`src/rtl/rx_serial_pkg.sv`:
```
package rx_serial_pkg;

  typedef enum logic [2:0] {
    WL_8  = 3'd0,
    WL_12 = 3'd1,
    WL_16 = 3'd2,
    WL_20 = 3'd3,
    WL_24 = 3'd4,
    WL_32 = 3'd5
  } wlen_e;

  function automatic int unsigned wlen_bits(input logic [2:0] sel, input int unsigned max_w);
    int unsigned n;
    case (sel)
      WL_8:    n = 8;
      WL_12:   n = 12;
      WL_16:   n = 16;
      WL_20:   n = 20;
      WL_24:   n = 24;
      default: n = 32;
    endcase
    return (n > max_w) ? max_w : n;
  endfunction

endpackage

```
`src/rtl/rx_pin_sync.sv`:
```
module rx_pin_sync #(
  parameter int unsigned SYNC_STAGES = 2
) (
  input  logic clk_i,
  input  logic rst_ni,
  input  logic sclk_i,
  input  logic fsync_i,
  input  logic sdata_i,
  input  logic clk_pol_i,
  input  logic fs_pol_i,
  output logic edge_o,
  output logic fs_act_o,
  output logic bit_o
);
  localparam int unsigned NSIG = 3;

  logic [NSIG-1:0] stg [SYNC_STAGES];
  logic [NSIG-1:0] pins;
  logic            sclk_prev;

  assign pins = {sclk_i, fsync_i, sdata_i};

  for (genvar s = 0; s < SYNC_STAGES; s++) begin : g_stage
    always_ff @(posedge clk_i or negedge rst_ni) begin
      if (!rst_ni) stg[s] <= '0;
      else if (s == 0) stg[s] <= pins;
      else stg[s] <= stg[(s == 0) ? 0 : s-1];
    end
  end

  always_ff @(posedge clk_i or negedge rst_ni) begin
    if (!rst_ni) sclk_prev <= 1'b0;
    else         sclk_prev <= stg[SYNC_STAGES-1][2];
  end

  // active level after the edge is the inverse of the idle level
  assign edge_o   = (stg[SYNC_STAGES-1][2] != sclk_prev) && (stg[SYNC_STAGES-1][2] == ~clk_pol_i);
  assign fs_act_o = stg[SYNC_STAGES-1][1] ^ fs_pol_i;
  assign bit_o    = stg[SYNC_STAGES-1][0];

endmodule

```
`src/rtl/rx_shift.sv`:
```
module rx_shift
  import rx_serial_pkg::*;
#(
  parameter int unsigned DATA_W = 32
) (
  input  logic              clk_i,
  input  logic              rst_ni,
  input  logic              edge_i,
  input  logic              fs_i,
  input  logic              bit_i,
  input  logic [2:0]        wlen_sel_i,
  output logic              done_o,
  output logic [DATA_W-1:0] word_o
);
  localparam int unsigned CNT_W = $clog2(DATA_W + 1);

  logic              active_q;
  logic [CNT_W-1:0]  cnt_q;
  logic [DATA_W-1:0] sr_q, sr_next;
  logic [CNT_W-1:0]  nbits;
  logic              last_bit;

  assign nbits    = CNT_W'(wlen_bits(wlen_sel_i, DATA_W));
  assign sr_next  = {sr_q[DATA_W-2:0], bit_i};
  assign last_bit = active_q && (cnt_q == nbits - CNT_W'(1));

  always_ff @(posedge clk_i or negedge rst_ni) begin
    if (!rst_ni) begin
      active_q <= 1'b0;
      cnt_q    <= '0;
      sr_q     <= '0;
      done_o   <= 1'b0;
      word_o   <= '0;
    end else begin
      done_o <= 1'b0;
      if (edge_i) begin
        if (last_bit) begin
          done_o <= 1'b1;
          word_o <= sr_next;
        end
        if (fs_i) begin
          // frame sync restarts, even mid-word
          active_q <= 1'b1;
          cnt_q    <= '0;
          sr_q     <= '0;
        end else if (active_q) begin
          sr_q  <= sr_next;
          cnt_q <= cnt_q + CNT_W'(1);
          if (last_bit) active_q <= 1'b0;
        end
      end
    end
  end

  assert_done_on_edge_R2: assert property (@(posedge clk_i) disable iff (!rst_ni)
    done_o |-> $past(edge_i));

  assert_cnt_bound_R3: assert property (@(posedge clk_i) disable iff (!rst_ni)
    active_q |-> (cnt_q < nbits));

endmodule

```
`src/rtl/law_expand.sv`:
```
module law_expand (
  input  logic [7:0]  code_i,
  input  logic        law_i,
  output logic [15:0] sample_o
);
  logic [7:0]  mu_c, a_c;
  logic [15:0] mu_t, a_t;

  assign mu_c = ~code_i;
  assign a_c  = code_i ^ 8'h55;

  always_comb begin
    mu_t = (16'({mu_c[3:0], 3'b000}) + 16'd132) << mu_c[6:4];
    if (a_c[6:4] == 3'd0) a_t = 16'({a_c[3:0], 4'b0000}) + 16'd8;
    else                  a_t = (16'({a_c[3:0], 4'b0000}) + 16'd264) << (a_c[6:4] - 3'd1);

    if (law_i) sample_o = a_c[7] ? a_t : (16'd0 - a_t);
    else       sample_o = mu_c[7] ? (16'd132 - mu_t) : (mu_t - 16'd132);
  end

endmodule

```
`src/rtl/rx_buffer.sv`:
```
module rx_buffer #(
  parameter int unsigned DATA_W = 32
) (
  input  logic              clk_i,
  input  logic              rst_ni,
  input  logic              done_i,
  input  logic [DATA_W-1:0] word_i,
  input  logic              rd_i,
  output logic [DATA_W-1:0] data_o,
  output logic              rdy_o,
  output logic              ovr_o,
  output logic              fill_o
);
  logic [DATA_W-1:0] hold_q;
  logic              hold_full_q;
  logic              move, take;

  assign move = hold_full_q && !rdy_o;
  assign take = rd_i && rdy_o;

  always_ff @(posedge clk_i or negedge rst_ni) begin
    if (!rst_ni) begin
      hold_q      <= '0;
      hold_full_q <= 1'b0;
      data_o      <= '0;
      rdy_o       <= 1'b0;
      ovr_o       <= 1'b0;
      fill_o      <= 1'b0;
    end else begin
      fill_o <= move;
      if (move) begin
        data_o <= hold_q;
        rdy_o  <= 1'b1;
      end else if (take) begin
        rdy_o  <= 1'b0;
      end

      if (done_i && (!hold_full_q || move)) begin
        hold_q      <= word_i;
        hold_full_q <= 1'b1;
      end else if (move) begin
        hold_full_q <= 1'b0;
      end

      // set beats clear
      if (done_i && hold_full_q && !move) ovr_o <= 1'b1;
      else if (take)                      ovr_o <= 1'b0;
    end
  end

  assert_ovr_cause_R9: assert property (@(posedge clk_i) disable iff (!rst_ni)
    $rose(ovr_o) |-> $past(done_i));

  assert_drop_when_full_R9: assert property (@(posedge clk_i) disable iff (!rst_ni)
    (done_i && hold_full_q && rdy_o) |=> ovr_o);

  assert_read_clears_R8: assert property (@(posedge clk_i) disable iff (!rst_ni)
    (rd_i && rdy_o) |=> !rdy_o);

  assert_fill_pulse_R10: assert property (@(posedge clk_i) disable iff (!rst_ni)
    $rose(rdy_o) |-> fill_o);

  assert_fill_single_R10: assert property (@(posedge clk_i) disable iff (!rst_ni)
    fill_o |=> !fill_o);

endmodule

```
`src/rtl/rx_serial_buf.sv`:
```
module rx_serial_buf #(
  parameter int unsigned DATA_W      = 32,
  parameter int unsigned SYNC_STAGES = 2
) (
  input  logic              clk_i,
  input  logic              rst_ni,
  input  logic              sclk_i,
  input  logic              fsync_i,
  input  logic              sdata_i,
  input  logic              clk_pol_i,
  input  logic              fs_pol_i,
  input  logic [2:0]        wlen_sel_i,
  input  logic              cmp_en_i,
  input  logic              cmp_law_i,
  input  logic              rd_en_i,
  output logic [DATA_W-1:0] rd_data_o,
  output logic              rdy_o,
  output logic              ovr_o,
  output logic              irq_o,
  output logic              evt_o
);
  localparam int unsigned EXT_W = DATA_W - 16;

  logic              s_edge, s_fs, s_bit;
  logic              done;
  logic [DATA_W-1:0] raw_word, out_word;
  logic [15:0]       exp_sample;
  logic              fill;

  rx_pin_sync #(.SYNC_STAGES(SYNC_STAGES)) u_sync (
    .clk_i, .rst_ni, .sclk_i, .fsync_i, .sdata_i, .clk_pol_i, .fs_pol_i,
    .edge_o(s_edge), .fs_act_o(s_fs), .bit_o(s_bit)
  );

  rx_shift #(.DATA_W(DATA_W)) u_shift (
    .clk_i, .rst_ni, .edge_i(s_edge), .fs_i(s_fs), .bit_i(s_bit),
    .wlen_sel_i, .done_o(done), .word_o(raw_word)
  );

  law_expand u_exp (
    .code_i(raw_word[7:0]), .law_i(cmp_law_i), .sample_o(exp_sample)
  );

  assign out_word = cmp_en_i ? {{EXT_W{exp_sample[15]}}, exp_sample} : raw_word;

  rx_buffer #(.DATA_W(DATA_W)) u_buf (
    .clk_i, .rst_ni, .done_i(done), .word_i(out_word), .rd_i(rd_en_i),
    .data_o(rd_data_o), .rdy_o, .ovr_o, .fill_o(fill)
  );

  assign irq_o = fill;
  assign evt_o = fill;

  assert_irq_needs_data_R10: assert property (@(posedge clk_i) disable iff (!rst_ni)
    irq_o |-> (rdy_o && !$past(rdy_o)));

endmodule

```
`config.mk`:
```
export PLATFORM = sky130hd
export DESIGN_NAME = rx_serial_buf
export DESIGN_NICKNAME = d
export VERILOG_FILES = /design/src/rtl/rx_serial_pkg.sv /design/src/rtl/rx_pin_sync.sv /design/src/rtl/rx_shift.sv /design/src/rtl/law_expand.sv /design/src/rtl/rx_buffer.sv /design/src/rtl/rx_serial_buf.sv
export SDC_FILE = /design/constraint.sdc
export NUM_CORES = 1
export LEC_CHECK = 0
export ABC_CLOCK_PERIOD_IN_PS = 5100
export CORE_UTILIZATION = 53
export CTS_BUF_LIST = sky130_fd_sc_hd__clkbuf_8
export DETAILED_ROUTE_END_ITERATION = 10
export DONT_BUFFER_PORTS = 1
export GPL_ROUTABILITY_DRIVEN = 0
export HOLD_SLACK_MARGIN = 0.12
export PLACE_DENSITY = 0.68
export REMOVE_ABC_BUFFERS = 1
export SYNTH_ARGS = -nofsm -noshare
export SYNTH_HDL_FRONTEND = slang
export SYNTH_HIERARCHICAL = 1
export SYNTH_SLANG_ARGS = --single-unit
```
`constraint.sdc`:
```
create_clock -name clk_i -period 5.1 [get_ports clk_i]
set_clock_uncertainty 0.2 [all_clocks]
set_input_delay 0.765 -clock clk_i [delete_from_list [all_inputs] [get_ports clk_i]]
set_output_delay 0.765 -clock clk_i [all_outputs]
set_load 0.1 [all_outputs]
```
# Word level (Yosys, flattened, before mapping)
# Cells that the tools add are included.
[totals] inputBits=13 rom_bits=0 ram_bits=0 latchBits=0 n_memories=0 ff_bits=146 output_inout_bits=36 elab_cells=77
[classes] muxes=21 n_reduce_logical=19 n_div=0 eq_ne=7 n_lt_le_gt_ge=1 shift=2 bitwise=4 multipliers=0 addsub=9
[op_table] operator="16-bit two-way mux" n=4
[op_table] operator="31-bit two-way mux" n=2
[op_table] operator="32-bit two-way mux" n=1
[op_table] operator="16-bit by 3-bit << shifter with 16-bit output" n=2
[op_table] operator="6-bit case mux with 5 select lines" n=1
[op_table] operator="6-bit two-way mux" n=3
[op_table] operator="1-bit by 16-bit subtractor with 16-bit output (first input constant)" n=1
[op_table] operator="16-bit by 8-bit subtractor with 16-bit output (second input constant)" n=1
[op_table] operator="8-bit by 16-bit subtractor with 16-bit output (first input constant)" n=1
[op_table] operator="8-bit by 9-bit adder with 10-bit output (second input constant)" n=1
[op_table] operator="1-bit two-way mux" n=10
[op_table] operator="7-bit by 8-bit adder with 9-bit output (second input constant)" n=1
[op_table] operator="8-bit by 4-bit adder with 9-bit output (second input constant)" n=1
[op_table] operator="8-bit inverter" n=1
[op_table] operator="2-bit nonzero test" n=4
[op_table] operator="1-bit logical AND" n=7
[op_table] operator="6-bit by 1-bit adder with 6-bit output (second input constant)" n=1
[op_table] operator="3-bit by 2-bit == test with 1-bit output (second input constant)" n=2
[op_table] operator="6-bit == test" n=1
[op_table] operator="6-bit greater-than comparator (second input constant)" n=1
[op_table] operator="3-bit zero test" n=2
[op_table] operator="6-bit by 1-bit subtractor with 6-bit output (second input constant)" n=1
[op_table] operator="4-bit inverter" n=1
[op_table] operator="2-bit AND reduction" n=2
[op_table] operator="9 further kinds" n=11

# Longest topological paths before layout
# Gate-level depths: netlist of the first run.
[logic_depth] depth_word=10 mapped_depth=19 ltp_nobuf=14

# Hierarchy
# Netlist of the first run, hierarchy kept.
[modules_own_cells] module="rx_shift" seq_area_each_um2=1776.7 cells_per_inst=181 n_inst=1 area_per_inst_um2=2815.2
[modules_own_cells] module="rx_buffer" seq_area_each_um2=1701.6 cells_per_inst=145 n_inst=1 area_per_inst_um2=2686.3
[modules_own_cells] module="law_expand" seq_area_each_um2=0.0 cells_per_inst=266 n_inst=1 area_per_inst_um2=1783.0
[modules_own_cells] module="rx_serial_buf" seq_area_each_um2=0.0 cells_per_inst=38 n_inst=1 area_per_inst_um2=556.8
[modules_own_cells] module="rx_pin_sync" seq_area_each_um2=175.2 cells_per_inst=11 n_inst=1 area_per_inst_um2=206.4

# Least setup slack after synthesis of the first run
# Ideal clock, no wire load.
[synth_timing] path_kind="register -> register" startpoint="register u_shift.word_o[4]" endpoint="register u_buf.hold_q[20]" path_buffers=5 stages_incl_launch_ff=20 synth_period_minus_slack_ns=3.908 arrival_time_ns=3.643 setup_ns=0.064 slack_ns=1.192 required_ns=4.836 path_cell_list="dfrtp_1 buf_6 buf_6 buf_2 inv_1 ha_1 clkbuf_1 or2_2 o22ai_1 a31o_2 inv_1 ha_1 inv_1 or2_1 o21ai_0 o21ai_0 a211oi_2 buf_2 mux2_4 mux2_2"
[synth_between] elab_chain_len=8 elab_cells_between_ends=14 cone_classes="4 x add/sub; 2 x shift; 5 x mux; 2 x bitwise; 1 x reduce/logical"
[synth_lines] item="start, declared" line_no="rx_shift.sv:13" source="output logic [DATA_W-1:0] word_o"
[synth_lines] item="start signal, assigned" line_no="rx_shift.sv:39" source="word_o <= sr_next;"
[synth_lines] item="4-bit inverter (no source line)"
[synth_lines] item="3-bit by 1-bit subtractor with 3-bit output" line_no="law_expand.sv:15" source="else a_t = (16'({a_c[3:0], 4'b0000}) + 16'd264) << (a_c[6:4] - 3'd1);"
[synth_lines] item="16-bit by 3-bit << shifter with 16-bit output" line_no="law_expand.sv:15"
[synth_lines] item="16-bit two-way mux" line_no="law_expand.sv:14" source="if (a_c[6:4] == 3'd0) a_t = 16'({a_c[3:0], 4'b0000}) + 16'd8;"
[synth_lines] item="1-bit by 16-bit subtractor with 16-bit output" line_no="law_expand.sv:17" source="if (law_i) sample_o = a_c[7] ? a_t : (16'd0 - a_t);"
[synth_lines] item="16-bit two-way mux" line_no="law_expand.sv:17"
[synth_lines] item="16-bit two-way mux *" line_no="law_expand.sv:17"
[synth_lines] item="via exp_sample[15]" line_no="rx_serial_buf.sv:27" source="logic [15:0] exp_sample;"
[synth_lines] item="32-bit two-way mux *" line_no="rx_serial_buf.sv:44" source="assign out_word = cmp_en_i ? {{EXT_W{exp_sample[15]}}, exp_sample} : raw_word;"
[synth_lines] item="via out_word[20]" line_no="rx_serial_buf.sv:26" source="logic [DATA_W-1:0] raw_word, out_word;"
[synth_lines] item="end signal, assigned" line_no="rx_buffer.sv:39" source="hold_q <= word_i;"
[synth_lines] item="end, declared" line_no="rx_buffer.sv:14" source="logic [DATA_W-1:0] hold_q;"
# Mark *: on every way through the listed nets, which the timed path passes. The rest lies on a longest branch.
# A chain may end at the register's enable or synchronous reset.

# Final worst setup path of the first run
[layout_timing] startpoint="register u_shift.word_o[4]" endpoint="register u_buf.hold_q[15]"
# The elaborated chain is that of the path after synthesis.

==> flow_summary.json, run 1 <==
{
  "h-tree-depth": 4,
  "muxShareOfSynthArea_pct": 23.5,
  "synth_compound_area_share_pct": 13.3,
  "violations": "design-rule violations",
  "leakage_nw": 4.07,
  "crit_arrival_ns": 4.63,
  "cpPeakStageDelay_ns": 1.07,
  "path_max_fanout": 17,
  "diodes": 0,
  "syn_area_um2": 8050,
  "synthFlopType": "dfrtp_1",
  "synth_fa_ha_area_share_pct": 1.55,
  "cts_max_path_buffers": 2,
  "p_per_area_nw_per_um2": 279,
  "pin_count": 49,
  "die_y_um": 125,
  "place_area_um2": 7980,
  "period_needed_ns": 4.46,
  "finalInstanceArea_um2": 8480,
  "die_w_um": 125,
  "crit_chain": "ha_1 > nor2b_1 > or2_2 > a31o_2 > inv_1 > ha_1 > inv_1 > or2_1 > o21ai_0 > o21ai_0 > a211oi_2 > mux2_4 > mux2_2",
  "synth_top_area_share_pct": 45.4,
  "postCtsSetupBuffers": 0,
  "vdd_drop_max_v": 0.000156,
  "status": "complete, but fails checks",
  "nNetsFinal": 649,
  "grt_setup_unrepaired": "no",
  "grt-ovfl-total": 0,
  "dp.cells": 787,
  "antenna_found_initial": 0,
  "dr_total_vias": 5064,
  "critPathLaunchType": "flip-flop",
  "grt_usage_pct": 20.7,
  "cts_inserted_buffers": 17,
  "grt_pass1_vias": 5101,
  "clk_latency_ns": 0.44,
  "hold_viol": 0,
  "grt_pass1_wl_mm": 25.8,
  "slew_headroom_pct": 14.0,
  "drc_errors": 14,
  "cp.required_ns": 5.27,
  "worstMarginPinSlew_ns": 1.29,
  "setup_viol": 0,
  "core_area_um2": 14700,
  "dpl.hpwl_mm": 10.1,
  "maxCapViolations": 0,
  "drive_gt1_share_pct": 30.8,
  "r2r_setup_slack_ns": 0.64,
  "final_util_pct": 57.7,
  "syn_avg_cell_area_um2": 12.6,
  "cts_tree": "done",
  "yosysMostFrequentCell": "dfrtp_1",
  "rows": 44,
  "synth_commonest_cells": "146 x dfrtp_1, 88 x mux2_4, 40 x mux2_2",
  "ant_nets": 0,
  "crit_type": "flip-flop to flip-flop",
  "path_buf_inv": 2,
  "stdcell_count": 823,
  "slew_viol_final": 0,
  "synth_top_family_by_area": "multiplexers",
  "synth_xor_area_share_pct": 2.50,
  "start_util_pct": 54.7,
  "routed_wl_mm": 15.5,
  "clk_pin_slew_worst_paths_ns": 0.09,
  "synth-edff-count": 0,
  "cts-root-buf": "clkbuf_8",
  "max_freq_mhz": 224,
  "syn_to_final_growth_pct": 5.35,
  "synthSimpleGateAreaFrac_pct": 8.44,
  "yosysSeqAreaShare_pct": 45.4,
  "crit_slowest_cell": "a211oi_2",
  "synth_area_leaders": "dfrtp_1 45%, mux2_4 16%, mux2_2 5.6%",
  "yosysTopAreaCell": "dfrtp_1",
  "port_buffers": 0,
  "async_flop_share_pct": 100,
  "firstDrtPassIters": 8,
  "drt_iter0_markers": 442,
  "viasPerCell": 6.15,
  "syn_inst": 641,
  "min_period_over_period_pct": 87.5,
  "wl_per_cell_um": 18.9,
  "synth-seq-cells": 146,
  "clock-sinks": 146,
  "synth_cell_types": 72,
  "holdWs_ns": 0.0791,
  "dieArea_um2": 15700,
  "fin_tns_setup_ns": 0,
  "cpLargestDelayFamily": "compound AO/OA/AOI/OAI gates",
  "cp-end-kind": "flip-flop",
  "holdCritPathClass": "input port to async pin",
  "ys.warnings.count": 6,
  "grt_max_degree": 147
}
[flip-flops by register name, summed over array words and instances (netlist names)]
register and flops:
u_buf/data_o 32, u_buf/fill_o 1, u_buf/hold_full_q 1, u_buf/hold_q 32, u_buf/ovr_o 1, u_buf/rdy_o 1, u_shift/active_q 1, u_shift/cnt_q 6
u_shift/done_o 1, u_shift/sr_q 31, u_shift/word_o 32, u_sync/bit_o 1, u_sync/sclk_prev 1, u_sync/stg 5
[per-layer routing]
layer / vias up / track usage (%) / routed length [um]
li1: 2312 / - / -
met1: 2541 / 27.2 / 6960
met2: 184 / 33.2 / 7430
met3: 27 / 4.71 / 791
met4: 0 / 8.46 / 340
met5: - / 0 / 0
[where the power goes]
part           switching (mW)  internal (mW)  leakage (nW)
sequential             0.0347           1.19          2.01
combinational          0.0733         0.0631          1.82
clock                   0.454          0.554         0.232
total                   0.562           1.80          4.07
[what timing repair did]
item,in CTS,in global routing
endpoints found under the setup margin,0,0
hold endpoints to repair,148,1
hold buffers,3,1
resized for setup,0,0
[final timing paths]
check / start / end / depth (start not counted)
min in group clk_i: u_sync/stg[4]$_DFF_PN0_ / u_sync/stg[1]$_DFF_PN0_ / 0
min reg2reg: u_sync/stg[4]$_DFF_PN0_ / u_sync/stg[1]$_DFF_PN0_ / 0
max in group asynchronous: rst_ni / u_sync/stg[1]$_DFF_PN0_ / 1
max: u_shift/word_o[4]$_DFFE_PN0P_ / u_buf/hold_q[15]$_DFFE_PN0P_ / 13
max reg2reg: u_shift/word_o[4]$_DFFE_PN0P_ / u_buf/hold_q[15]$_DFFE_PN0P_ / 13
min: rst_ni / u_buf/data_o[6]$_DFFE_PN0P_ / 1
[per-stage QoR]
stage                     setup WS, ns  power, mW
after floorplan                   1.03       1.32
after global placement           0.854       1.35
after detailed placement         0.699       1.35
after CTS                        0.664       2.40
after global routing             0.328       2.46
final                            0.636       2.36
[cell usage in the layout, fill, tap and decap left out, drive strengths merged, types with 3 or more instances in the layout]
master       synthesis  layout
a211oi              10      10
a21boi               5       5
a21o                 7       7
a21oi               16      16
a22o                34      34
a31o                 3       3
a31oi                6       6
and2                 4       4
and3                 3       3
buf                 33       8
bufinv               0       4
clkbuf              13      18
clkinv               0       4
dfrtp              146     146
dlygate4sd3          0       3
ha                  10      10
inv                 12      18
mux2               128     128
mux2i                7       7
nand2               26      26
nand2b               8       8
nand3               14      14
nand3b               6       6
nand4                6       6
nor2                29      29
nor2b                8       8
nor3                 7       7
o211ai               3       3
o21ai               26      26
o22ai                3       3
o31ai                8       8
or2                  5       5
or3                  3       3
xnor2               13      13
xor2                10      10
[final cells by class]
class                   count  area [um2]
clock buffers              18         248
fillers                  1208        6220
well taps                 184         230
inverters                  12        45.0
repair buffers             11         110
clock inverters            14         198
multi-input cells         438        3990
flip-flops and latches    146        3650
[cell families after synthesis]
logic type | count (synthesis)
AO/OA/AOI/OAI | 141
XOR/XNOR | 23
adder cells (fa/ha/maj) | 10
buffers and inverters | 58
flip-flops | 146
multiplexers | 137
other | 1
AND/OR/NAND/NOR | 125
(Power assumes the default switching activity.)
==> run 2: changes to the inputs <==
- CORE_UTILIZATION: 53 -> 66
- PLACE_DENSITY: 0.68 -> 0.82
==> flow_summary.json, run 2 (synthesized netlist as in run 1, its figures left out) <==
{
  "grt_usage_pct": 26.2,
  "maxCapViolations": 0,
  "grt_max_degree": 147,
  "worstMarginPinSlew_ns": 1.35,
  "dp_slack_ns": 0.662,
  "clk_latency_ns": 0.44,
  "r2r_setup_slack_ns": 0.47,
  "r2r-start": "u_shift/word_o[6]$_DFFE_PN0P_",
  "grt_use_met3_pct": 6.70,
  "leakage_nw": 4.03,
  "fin_total_pwr_mw": 2.23,
  "critPathLaunchType": "flip-flop",
  "place_area_um2": 7920,
  "port_buffers": 0,
  "largest_registers": "u_buf/data_o (32), u_buf/hold_q (32), u_shift/word_o (32)",
  "firstDrtPassIters": 9,
  "dpl.hpwl_mm": 10.2,
  "cp-endpoint": "u_buf/hold_q[29]$_DFFE_PN0P_",
  "fin_tns_setup_ns": 0,
  "crit_start": "u_shift/word_o[6]$_DFFE_PN0P_",
  "routed_wl_mm": 15.6,
  "busiest_layer": "met2",
  "layout_common_cells": "145 x dfrtp_1, 88 x mux2_4, 40 x mux2_2, 34 x a22o_1, 28 x nor2_1",
  "die_w_um": 112,
  "timing.rr.end": "u_buf/hold_q[29]$_DFFE_PN0P_",
  "cts_tree": "done",
  "final_common_cell": "dfrtp_1",
  "r2r_cells": 12,
  "vdd_drop_max_v": 0.000302,
  "max_freq_mhz": 216,
  "crit_type": "flip-flop to flip-flop",
  "cts_inserted_buffers": 17,
  "wl_per_cell_um": 20.0,
  "holdWs_ns": 0.0470,
  "dieArea_um2": 12600,
  "fillers": 785,
  "use_met1_pct": 35.0,
  "grt_pass1_vias": 5029,
  "finalInstanceArea_um2": 8370,
  "path_max_fanout": 32,
  "grt_pass1_wl_mm": 25.9,
  "crit_arrival_ns": 4.81,
  "hold_viol": 0,
  "stdcell_count": 782,
  "drt_iter0_markers": 597,
  "cts-root-buf": "clkbuf_8",
  "core_area_um2": 11700,
  "met2_usage_pct": 41.3,
  "grt_setup_unrepaired": "no",
  "cts_max_path_buffers": 2,
  "cp.required_ns": 5.28,
  "clk_pin_slew_worst_paths_ns": 0.08,
  "final_util_pct": 71.8,
  "nNetsFinal": 649,
  "h-tree-depth": 4,
  "setup_ws_ns": 0.469,
  "diodes": 0,
  "cp-end-kind": "flip-flop",
  "dp.cells": 746,
  "ant_nets": 0,
  "p_per_area_nw_per_um2": 266,
  "clock-sinks": 146,
  "syn_to_final_growth_pct": 3.98,
  "period_needed_ns": 4.63,
  "dr_total_vias": 5208,
  "slew_headroom_pct": 9.83,
  "rows": 39,
  "status": "complete, no violations",
  "viasPerCell": 6.66,
  "grt-ovfl-total": 0,
  "holdCritPathClass": "input port to async pin",
  "slew_viol_final": 0,
  "min_period_over_period_pct": 90.8,
  "die_y_um": 112,
  "antenna_found_initial": 0,
  "start_util_pct": 69.0,
  "drive_gt1_share_pct": 30.8,
  "drc_errors": 0,
  "setup_viol": 0,
  "pin_count": 49
}
-- run 2: final cells by class --
type | instances | area (um2) | area share [%]
Clock inverter | 14 | 139 | 1.66
Tap cell | 143 | 179 | 2.14
Timing Repair Buffer | 11 | 110 | 1.32
Clock buffer | 18 | 248 | 2.96
Inverter | 12 | 45.0 | 0.538
Multi-Input combinational cell | 438 | 3990 | 47.7
Sequential cell | 146 | 3650 | 43.7
-- run 2: critical path, stage by stage (launching register included) --
cell and delay [ns]:
dfrtp_1 0.98, nor2b_1 0.20, or2_2 0.37, a31o_2 0.29, inv_1 0.07, ha_1 0.16
inv_1 0.05, or2_1 0.26, o21ai_0 0.23, o21ai_0 0.15, a211oi_2 1.12, mux2_2 0.34
mux2_2 0.15
-- run 2: worst min-delay path by stage --
| stage | endpoint | cells past startpoint | slack (ns) | start |
|---|---|---|---|---|
| final | u_buf/rdy_o$_DFFE_PN0P_ | 1 | 0.05 | rst_ni |
| after global routing | u_shift/done_o$_DFF_PN0_ | 1 | 0.14 | rst_ni |
| after CTS | u_buf/hold_q[2]$_DFFE_PN0P_ | 1 | 0.12 | rst_ni |
| after detailed placement | u_sync/bit_o$_DFF_PN0_ | 0 | 0.14 | u_sync/stg[3]$_DFF_PN0_ |
| after global placement | u_sync/stg[2]$_DFF_PN0_ | 0 | 0.14 | u_sync/stg[5]$_DFF_PN0_ |
| after floorplan | u_sync/bit_o$_DFF_PN0_ | 0 | 0.13 | u_sync/stg[3]$_DFF_PN0_ |
-- run 2: power by group --
group,internal [mW],switching (mW)
registers,1.19,0.0343
logic,0.0632,0.0720
clock network,0.445,0.427
-- run 2: repair_timing --
action,in CTS,in global routing
hold buffers,3,1
buffers inserted,0,0
resized for setup,0,0
endpoints found under the hold margin,148,1
endpoints found under the setup margin,0,0
-- run 2: layer usage --
layer  wire length (um)  share of wire (%)
met1               6670                 43
met5                  0                  0
met2               7330                 47
met3               1130                7.3
met4                464                3.0
==> run 3: changes to the inputs <==
- PLACE_DENSITY: 0.82 -> 0.81
==> flow_summary.json, run 3 (synthesized netlist as in run 1, its figures left out) <==
{
  "status": "complete, no violations",
  "grt_pass1_vias": 5086,
  "critPathLaunchType": "flip-flop",
  "final_common_cell": "dfrtp_1",
  "dieArea_um2": 12600,
  "p_per_area_nw_per_um2": 295,
  "r2r_setup_slack_ns": 0.47,
  "clk_latency_ns": 0.45,
  "cpPeakStageDelay_ns": 1.07,
  "maxCapViolations": 0,
  "min_period_over_period_pct": 90.7,
  "syn_to_final_growth_pct": 5.81,
  "cpLargestDelayFamily": "compound AO/OA/AOI/OAI gates",
  "holdCritPathClass": "flip-flop to flip-flop",
  "grt_pass1_wl_mm": 26.3,
  "dp_slack_ns": 0.547,
  "cts_max_path_buffers": 2,
  "firstDrtPassIters": 6,
  "cp.required_ns": 5.29,
  "max_freq_mhz": 216,
  "viasPerCell": 6.62,
  "crit_type": "flip-flop to flip-flop",
  "fillers": 773,
  "vdd_drop_max_v": 0.000327,
  "cts_tree": "done",
  "dp.cells": 746,
  "crit_arrival_ns": 4.82,
  "ant_nets": 0,
  "crit_slowest_cell": "a211oi_2",
  "h-tree-depth": 4,
  "routed_wl_mm": 16.0,
  "start_util_pct": 69.0,
  "period_needed_ns": 4.63,
  "core_area_um2": 11700,
  "fin_total_pwr_mw": 2.52,
  "die_w_um": 112,
  "worstMarginPinSlew_ns": 1.28,
  "postCtsResizedCells": 0,
  "drt_iter0_markers": 657,
  "fin_tns_setup_ns": 0,
  "path_buf_inv": 1,
  "cts-root-buf": "clkbuf_8",
  "place_area_um2": 7920,
  "nNetsFinal": 650,
  "finalInstanceArea_um2": 8520,
  "dpl.hpwl_mm": 10.4,
  "largest_registers": "u_buf/data_o (32), u_buf/hold_q (32), u_shift/word_o (32)",
  "setup_viol": 0,
  "leakage_nw": 4.10,
  "grt-ovfl-total": 0,
  "slew_viol_final": 0,
  "rows": 39,
  "diodes": 0,
  "clock-sinks": 146,
  "postCtsSetupBuffers": 0,
  "die_y_um": 112,
  "port_buffers": 0,
  "layout_common_cells": "145 x dfrtp_1, 88 x mux2_4, 40 x mux2_2, 34 x a22o_1, 28 x nor2_1",
  "grt_setup_unrepaired": "no",
  "path_max_fanout": 17,
  "cts_inserted_buffers": 17,
  "pin_count": 49,
  "hold_viol": 0,
  "grt_usage_pct": 26.9,
  "crit_chain": "inv_1 > ha_1 > or3_1 > a31oi_1 > a31oi_1 > or2_1 > o21ai_0 > o21ai_0 > a211oi_2 > mux2_2 > mux2_2",
  "clk_pin_slew_worst_paths_ns": 0.08,
  "wl_per_cell_um": 20.5,
  "drc_errors": 0,
  "cp-end-kind": "flip-flop",
  "drive_gt1_share_pct": 30.8,
  "stdcell_count": 783,
  "grt_max_degree": 147,
  "dr_total_vias": 5181,
  "antenna_found_initial": 0,
  "slew_headroom_pct": 14.4,
  "setup_ws_ns": 0.472
}
==> run 3: cell types whose count changed in the layout (fill, tap and decap cells not counted), sizes merged <==
| cell | change |
|---|---|
| clkinvlp | -2 |
| clkinv | -6 |
| clkbuf | +2 |
| inv | +1 |
| bufinv | +5 |
| dlygate4sd3 | +1 |
==> run 3: final timing paths <==
check | start | depth (start not counted) | end
worst max-delay path | u_shift/word_o[4]$_DFFE_PN0P_ | 11 | u_buf/hold_q[29]$_DFFE_PN0P_
worst min-delay path | u_sync/stg[5]$_DFF_PN0_ | 0 | u_sync/stg[2]$_DFF_PN0_
worst max register to register | u_shift/word_o[4]$_DFFE_PN0P_ | 11 | u_buf/hold_q[29]$_DFFE_PN0P_
worst min register to register | u_sync/stg[5]$_DFF_PN0_ | 0 | u_sync/stg[2]$_DFF_PN0_
max in group asynchronous | rst_ni | 2 | u_shift/word_o[2]$_DFFE_PN0P_
min in group asynchronous | rst_ni | 2 | u_buf/data_o[4]$_DFFE_PN0P_
==> run 3: cell type report <==
| type | count | area (um2) | share of cell area (%) |
|---|---|---|---|
| clock buffers | 20 | 275 | 3.23 |
| clock inverters | 12 | 249 | 2.92 |
| inverters | 12 | 45.0 | 0.529 |
| multi-input cells | 438 | 3990 | 46.9 |
| flip-flops and latches | 146 | 3650 | 42.9 |
| well taps | 143 | 179 | 2.10 |
| repair buffers | 12 | 120 | 1.41 |
==> run 3: per-stage QoR <==
step           hold WS (ns)  utilization [%]
3_5_place_dp          0.135             67.9
5_1_grt               0.158             73.0
4_1_cts               0.125             72.9
6_report              0.151             73.0
2_1_floorplan         0.131                -
3_3_place_gp          0.135             67.9
==> run 3: routing by layer <==
layer	part of all wire (%)	vias to the layer above	global-route usage [%]
li1	-	2341	-
met3	6.5	54	6.75
met1	42	2544	34.5
met2	49	242	44.3
met4	2.5	0	10.4
met5	0	-	0
==> run 3: power breakdown <==
part           internal, mW  total, mW  switching [mW]
Clock                 0.724       1.16           0.433
Combinational        0.0636      0.138          0.0742
Sequential             1.19       1.22          0.0351
==> run 3: repair_timing <==
item / CTS / global route
hold endpoints to repair: 149 / 12
hold buffers: 4 / 1
setup endpoints to repair: 0 / 0
